<file path="src/rtl/ipc_pkg.sv">
package ipc_pkg;

    typedef enum logic [2:0] {
        SM_OFF    = 3'd0,
        SM_DETACH = 3'd1,
        SM_RSV2   = 3'd2,
        SM_RSV3   = 3'd3,
        SM_RISE   = 3'd4,
        SM_FALL   = 3'd5,
        SM_HIGH   = 3'd6,
        SM_LOW    = 3'd7
    } smode_e;

    localparam int SM_W = 3;

    function automatic logic sm_is_off(input logic [2:0] m);
        return (m == SM_OFF) || (m == SM_RSV2) || (m == SM_RSV3);
    endfunction

    function automatic logic sm_is_edge(input logic [2:0] m);
        return (m == SM_RISE) || (m == SM_FALL);
    endfunction

    function automatic logic sm_is_level(input logic [2:0] m);
        return (m == SM_HIGH) || (m == SM_LOW);
    endfunction

    // Asserted-sense of a synchronized wire under a given mode.
    function automatic logic sm_rect(input logic [2:0] m, input logic v);
        logic r;
        case (m)
            SM_RISE, SM_HIGH: r = v;
            SM_FALL, SM_LOW:  r = ~v;
            default:          r = 1'b0;
        endcase
        return r;
    endfunction

endpackage

</file>
<file path="src/rtl/ipc_sync.sv">
module ipc_sync #(
    parameter int NUM_SRC = 31
) (
    input  logic               clk,
    input  logic               rst,
    input  logic [NUM_SRC-1:0] raw_i,
    output logic [NUM_SRC-1:0] cur_o,
    output logic [NUM_SRC-1:0] prev_o
);

    typedef struct packed {
        logic [NUM_SRC-1:0] s1;
        logic [NUM_SRC-1:0] s2;
        logic [NUM_SRC-1:0] s3;
    } sync_t;

    sync_t st_d, st_q;

    always_comb begin
        st_d    = st_q;
        st_d.s1 = raw_i;
        st_d.s2 = st_q.s1;
        st_d.s3 = st_q.s2;
        if (rst) begin
            st_d = '0;
        end
    end

    always_ff @(posedge clk) begin
        st_q <= st_d;
    end

    assign cur_o  = st_q.s2;
    assign prev_o = st_q.s3;

endmodule

</file>
<file path="src/rtl/ipc_rectify.sv">
module ipc_rectify
    import ipc_pkg::*;
#(
    parameter int NUM_SRC = 31
) (
    input  logic                    msi_mode,
    input  logic [SM_W*NUM_SRC-1:0] mode_i,
    input  logic [NUM_SRC-1:0]      cur_i,
    input  logic [NUM_SRC-1:0]      prev_i,
    output logic [NUM_SRC-1:0]      rect_o,
    output logic [NUM_SRC-1:0]      hw_set_o
);

    always_comb begin
        rect_o   = '0;
        hw_set_o = '0;
        for (int i = 0; i < NUM_SRC; i++) begin
            logic [2:0] m;
            logic       now_r;
            logic       old_r;
            m         = mode_i[SM_W*i +: SM_W];
            now_r     = sm_rect(m, cur_i[i]);
            old_r     = sm_rect(m, prev_i[i]);
            rect_o[i] = now_r;
            if (sm_is_edge(m)) begin
                hw_set_o[i] = now_r & ~old_r;
            end else if (sm_is_level(m)) begin
                hw_set_o[i] = msi_mode ? (now_r & ~old_r) : now_r;
            end
        end
    end

endmodule

</file>
<file path="src/rtl/ipc_pend_core.sv">
module ipc_pend_core
    import ipc_pkg::*;
#(
    parameter int NUM_SRC = 31,
    parameter int ID_W    = 5
) (
    input  logic                    clk,
    input  logic                    rst,
    input  logic                    msi_mode,
    input  logic [SM_W*NUM_SRC-1:0] mode_i,
    input  logic [NUM_SRC-1:0]      rect_i,
    input  logic [NUM_SRC-1:0]      hw_set_i,
    input  logic                    wr_en,
    input  logic                    wr_set,
    input  logic [ID_W-1:0]         wr_id,
    input  logic                    tk_en,
    input  logic [ID_W-1:0]         tk_id,
    output logic [NUM_SRC-1:0]      pend_o
);

    typedef struct packed {
        logic [NUM_SRC-1:0] pend;
    } core_t;

    core_t st_d, st_q;

    always_comb begin
        st_d = st_q;
        for (int i = 0; i < NUM_SRC; i++) begin
            logic [2:0] m;
            logic       hit_w;
            logic       hit_t;
            logic       sw_set;
            logic       sw_clr;
            logic       plain;
            m      = mode_i[SM_W*i +: SM_W];
            hit_w  = wr_en && (wr_id == ID_W'(i + 1));
            hit_t  = tk_en && (tk_id == ID_W'(i + 1));
            plain  = sm_is_edge(m) || (m == SM_DETACH);
            sw_set = hit_w && wr_set &&
                     (plain || (sm_is_level(m) && msi_mode && rect_i[i]));
            sw_clr = hit_w && !wr_set && plain;
            if (sm_is_off(m)) begin
                st_d.pend[i] = 1'b0;
            end else begin
                st_d.pend[i] = (st_q.pend[i] & ~(sw_clr | hit_t)) | sw_set | hw_set_i[i];
            end
        end
        if (rst) begin
            st_d = '0;
        end
    end

    always_ff @(posedge clk) begin
        st_q <= st_d;
    end

    assign pend_o = st_q.pend;

    for (genvar g = 0; g < NUM_SRC; g++) begin : g_chk
        logic [2:0] m_g;
        logic       wr_g;
        logic       tk_g;
        assign m_g  = mode_i[SM_W*g +: SM_W];
        assign wr_g = wr_en && (wr_id == ID_W'(g + 1));
        assign tk_g = tk_en && (tk_id == ID_W'(g + 1));

        a_r5_inactive_zero: assert property (@(posedge clk) disable iff (rst)
            sm_is_off(m_g) |=> !pend_o[g]);

        a_r7_edge_sw_set: assert property (@(posedge clk) disable iff (rst)
            (sm_is_edge(m_g) && wr_g && wr_set) |=> pend_o[g]);

        a_r6_detached_hold: assert property (@(posedge clk) disable iff (rst)
            ((m_g == SM_DETACH) && !pend_o[g] && !(wr_g && wr_set)) |=> !pend_o[g]);

        a_r8_direct_level_no_sw: assert property (@(posedge clk) disable iff (rst)
            (!msi_mode && sm_is_level(m_g) && !pend_o[g] && !hw_set_i[g] && wr_g)
            |=> !pend_o[g]);

        a_r9_msi_level_no_clr: assert property (@(posedge clk) disable iff (rst)
            (msi_mode && sm_is_level(m_g) && pend_o[g] && wr_g && !wr_set && !tk_g)
            |=> pend_o[g]);

        a_r9_msi_set_gated: assert property (@(posedge clk) disable iff (rst)
            (msi_mode && sm_is_level(m_g) && !rect_i[g] && !pend_o[g] &&
             !hw_set_i[g] && wr_g && wr_set) |=> !pend_o[g]);

        a_r11_take_clears: assert property (@(posedge clk) disable iff (rst)
            (tk_g && !hw_set_i[g] && !(wr_g && wr_set)) |=> !pend_o[g]);
    end

endmodule

</file>
<file path="src/rtl/ipc_pend_ctrl.sv">
module ipc_pend_ctrl
    import ipc_pkg::*;
#(
    parameter int  NUM_SRC = 31,
    localparam int ID_W    = $clog2(NUM_SRC + 1)
) (
    input  logic                    clk,
    input  logic                    rst,
    input  logic                    msi_mode,
    input  logic [NUM_SRC-1:0]      src_in,
    input  logic [SM_W*NUM_SRC-1:0] src_mode,
    input  logic                    wr_en,
    input  logic                    wr_set,
    input  logic [ID_W-1:0]         wr_id,
    input  logic                    tk_en,
    input  logic [ID_W-1:0]         tk_id,
    output logic [NUM_SRC-1:0]      pend_o,
    output logic [NUM_SRC-1:0]      rect_o
);

    logic [NUM_SRC-1:0] cur_w;
    logic [NUM_SRC-1:0] prev_w;
    logic [NUM_SRC-1:0] hw_set_w;

    ipc_sync #(.NUM_SRC(NUM_SRC)) u_sync (
        .clk    (clk),
        .rst    (rst),
        .raw_i  (src_in),
        .cur_o  (cur_w),
        .prev_o (prev_w)
    );

    ipc_rectify #(.NUM_SRC(NUM_SRC)) u_rect (
        .msi_mode (msi_mode),
        .mode_i   (src_mode),
        .cur_i    (cur_w),
        .prev_i   (prev_w),
        .rect_o   (rect_o),
        .hw_set_o (hw_set_w)
    );

    ipc_pend_core #(.NUM_SRC(NUM_SRC), .ID_W(ID_W)) u_core (
        .clk      (clk),
        .rst      (rst),
        .msi_mode (msi_mode),
        .mode_i   (src_mode),
        .rect_i   (rect_o),
        .hw_set_i (hw_set_w),
        .wr_en    (wr_en),
        .wr_set   (wr_set),
        .wr_id    (wr_id),
        .tk_en    (tk_en),
        .tk_id    (tk_id),
        .pend_o   (pend_o)
    );

endmodule

</file>
<file path="config.mk">
export PLATFORM = sky130hd
export DESIGN_NAME = ipc_pend_ctrl
export DESIGN_NICKNAME = d
export VERILOG_FILES = /design/src/rtl/ipc_pkg.sv /design/src/rtl/ipc_sync.sv /design/src/rtl/ipc_rectify.sv /design/src/rtl/ipc_pend_core.sv /design/src/rtl/ipc_pend_ctrl.sv
export SDC_FILE = /design/constraint.sdc
export NUM_CORES = 1
export LEC_CHECK = 0
export ABC_AREA = 1
export CORE_AREA = 2 2 128 130
export DETAILED_ROUTE_END_ITERATION = 8
export DIE_AREA = 0 0 130 132
export PLACE_DENSITY = 0.8
export SLEW_MARGIN = 20
export SYNTH_ARGS = -nofsm -noshare
export SYNTH_HDL_FRONTEND = slang
export SYNTH_HIERARCHICAL = 1
export SYNTH_SLANG_ARGS = --single-unit
</file>
<file path="constraint.sdc">
create_clock -name clk -period 1.59 [get_ports clk]
set_input_delay 0.318 -clock clk [delete_from_list [all_inputs] [get_ports clk]]
set_output_delay 0.318 -clock clk [all_outputs]
set_load 0.1 [all_outputs]
</file>
==> flow_summary.yaml <==
run_status:
  status: "complete, no violations"
grt:
  antenna_found_initial: 1
  grt_pass1_vias: 8416
  grt_max_degree: 30
  grt_use_total_pct: 29.09
  met3_usage_pct: 7.914
  use_met2_pct: 51.57
  grt_overflow: 0
  use_met1_pct: 32.44
  grt_pass1_wl_microns: 39320
  grt_busiest_layer: "met2"
yosys:
  synthCells: 1298
  ys_seq_area_share_pct: 32.17
  ys_ff_latch: 124
  syn-cell-area_sq_um: 7717
  yosysTopAreaCell: "dfxtp_1"
  synth_cell_type_count: 20
  synth.avg_cell_area_sq_um: 5.946
  synth_nets: 1438
  yosys_warnings: 6
  yosys-top-cells-area: "dfxtp_1 (32%), nand2_1 (16%), inv_1 (14%)"
  synth_top_area_share_pct: 32.17
power_and_ir_drop:
  pwr-share-seq_pct: 32.3
  ir_worst_vdd_v: 0.0007187
  p_leak_nw: 6.148
  pwr-share-comb_pct: 28.7
  p_sw_share_pct: 32.29
  powerDensity_nw_per_um2: 878.8
  power.share.clock_pct: 39.0
  p_int_mw: 7.029
  net-switching-power_mw: 3.352
route:
  num_vias: 8575
  ant_nets: 0
  drcViolationCount: 0
  via_per_inst: 4.732
  firstDrtPassIters: 5
  wl_per_cell_microns: 13.56
  first_iter_violations: 540
  drt-total-wl_microns: 24570
worst_setup_path:
  worstSetupPathType: "input port to output port"
  start_kind: "input port"
  end_kind: "output port"
  cp.arrival_ns: 1.23
  crit_required_ns: 1.27
  critPathMaxFanout: 2
clocking:
  cts.sinks: 124
  clockBufferDepth: 2
  cts-buffers-inserted: 17
  clock_latency_ns: 0.41
  h-tree-depth: 4
  root_buffer: "clkbuf_16"
  cts_tree: "yes"
  clkTransAtPathRegs_ns: 0.06
  hold_buffers: 0
timing:
  grt_setup_unrepaired: "false"
  finClkSkew_ns: 0.006737
  slew-limit-headroom_pct: 72.97
  slew_viol_final: 0
  tightestPinTransition_ns: 0.4054
  report.final.setup_viol: 0
  fmax_ghz: 0.6462
  fin_crit_sh_pct: 97.33
  layout_min_cycle_time_ns: 1.548
  setup-tns-final_ns: 0
  finalHoldViolCount: 0
placed_design:
  place.gp.congestion: 0.8574
  dp_hpwl_microns: 18100
  portBuffers: 201
floorplan:
  pin_count: 202
  core_sq_um: 15710
  dieWidth_microns: 130
  initial_core_util_pct: 49.12
  fp.dieArea_sq_um: 17160
  rows: 46
  die_height_microns: 132
final_layout:
  area_delta_synth_final_pct: 53.06
  layout-drive-gt1-share_pct: 22.71
  final_core_util_pct: 75.18
  nFillCells: 1188
  fin_nets: 1721
worst_hold_path:
  hold_path.class: "input port to register"
flow_run:
  drv_cap: 0
[cells in the final DEF, fill, tap and decap left out]
cell	instances
nor2_4	3
clkinv_4	2
nor3_1	1
dfxtp_2	2
nand3b_1	19
inv_2	31
clkbuf_16	17
diode_2	2
o21ai_0	22
clkbuf_8	2
dlymetal6s2s_1	2
or2_2	10
o21ai_2	30
buf_12	69
a21oi_2	9
nand2_1	334
bufinv_16	3
clkdlybuf4s50_1	77
dfxtp_1	122
nor2_1	210
buf_4	143
clkinvlp_4	4
inv_6	2
dlygate4sd2_1	59
inv_1	260
inv_4	1
a21oi_1	61
nand2_2	32
clkinv_2	2
nand3_1	65
[routing by layer]
| metal | wire, microns | up-vias | share of wire, % |
|---|---|---|---|
| met1 | 9413 | 3820 | 38 |
| met3 | 2085 | 59 | 8.5 |
| li1 | - | 4345 | - |
| met5 | 0 | - | 0 |
| met2 | 12330 | 351 | 50 |
| met4 | 741 | 0 | 3.0 |
[power by group through the flow]
stage	Clock, mW	Sequential (mW)	Combinational [mW]
2_1_floorplan	0	3.70	1.31
3_3_place_gp	0	3.41	2.85
3_5_place_dp	0	3.41	2.89
4_1_cts	4.10	3.35	2.96
5_1_grt	4.27	3.36	3.18
6_report	4.05	3.35	2.98
[worst max-delay path: stages]
cell and delay [ns]:
clkdlybuf4s50_1 0.48, nand2_1 0.10, nor2_4 0.15, buf_12 0.18
[path summary, 6_finish.rpt]
path | startpoint | endpoint | slack, ns | depth (start not counted)
max reg2reg | u_sync/cur_o[11] | u_core/pend_o[11] | 0.39 | 10
max | src_mode[35] | rect_o[11] | 0.04 | 4
min reg2reg | u_sync/st_q[90] | u_sync/cur_o[28] | 0.39 | 2
min | rst | u_sync/st_q[67] | 0.32 | 2
[logic make-up (layout without fill, tap and decap cells)]
group / count (synthesis) / after routing / synth area share, %
and+or+nand+nor: 674 / 674 / 36.24
buffers and inverters: 378 / 674 / 23.25
DFF: 124 / 124 / 32.17
AOI/OAI and AO/OA: 122 / 122 / 8.350
other: 0 / 2 / 0
[timing repair]
action | in CTS | in global routing
resized for setup | 121 | 5
hold endpoints to repair | 0 | 0
buffers inserted | 28 | 1
gates cloned | 0 | 0
pin swaps | 22 | 1
setup endpoints to repair | 30 | 4
[sequential cells by signal, indices dropped and copies added, names as in the netlist]
signal         cells
u_sync/cur_o      31
u_sync/st_q       31
u_core/pend_o     31
u_sync/prev_o     31
[layout make-up]
cell class / count / area [sq um] / area share, %
flip-flops and latches: 124 / 2485 / 21.04
inverters: 292 / 1099 / 9.300
multi-input cells: 796 / 3568 / 30.21
diodes: 2 / 5.005 / 0.04237
clock buffers: 19 / 452.9 / 3.834
well taps: 216 / 270.3 / 2.288
repair buffers: 350 / 3767 / 31.89
clock inverters: 13 / 165.2 / 1.398
[stage by stage]
step | cell area, sq um | setup WS [ns] | total power, mW | hold WS (ns) | instances
2_1_floorplan | 7725 | 0.05139 | 5.016 | 0.3883 | 1298
3_3_place_gp | 10920 | -0.2126 | 6.261 | 0.3890 | 1749
3_5_place_dp | 10920 | -0.2430 | 6.304 | 0.3943 | 1749
4_1_cts | 11790 | 0.006016 | 10.41 | 0.3057 | 1809
5_1_grt | 11810 | 0.0004442 | 10.81 | 0.3209 | 1811
6_report | 11810 | 0.04243 | 10.38 | 0.3162 | 1812
[synth_stat cells, drive strengths merged]
cell and count:
nor3 1, inv 292, o21ai 52, clkbuf 2, nand2 366, nand3b 19
a21oi 70, or2 10, nor2 213, dfxtp 124, buf 84, nand3 65
Power figures use the tool's default switching activity.
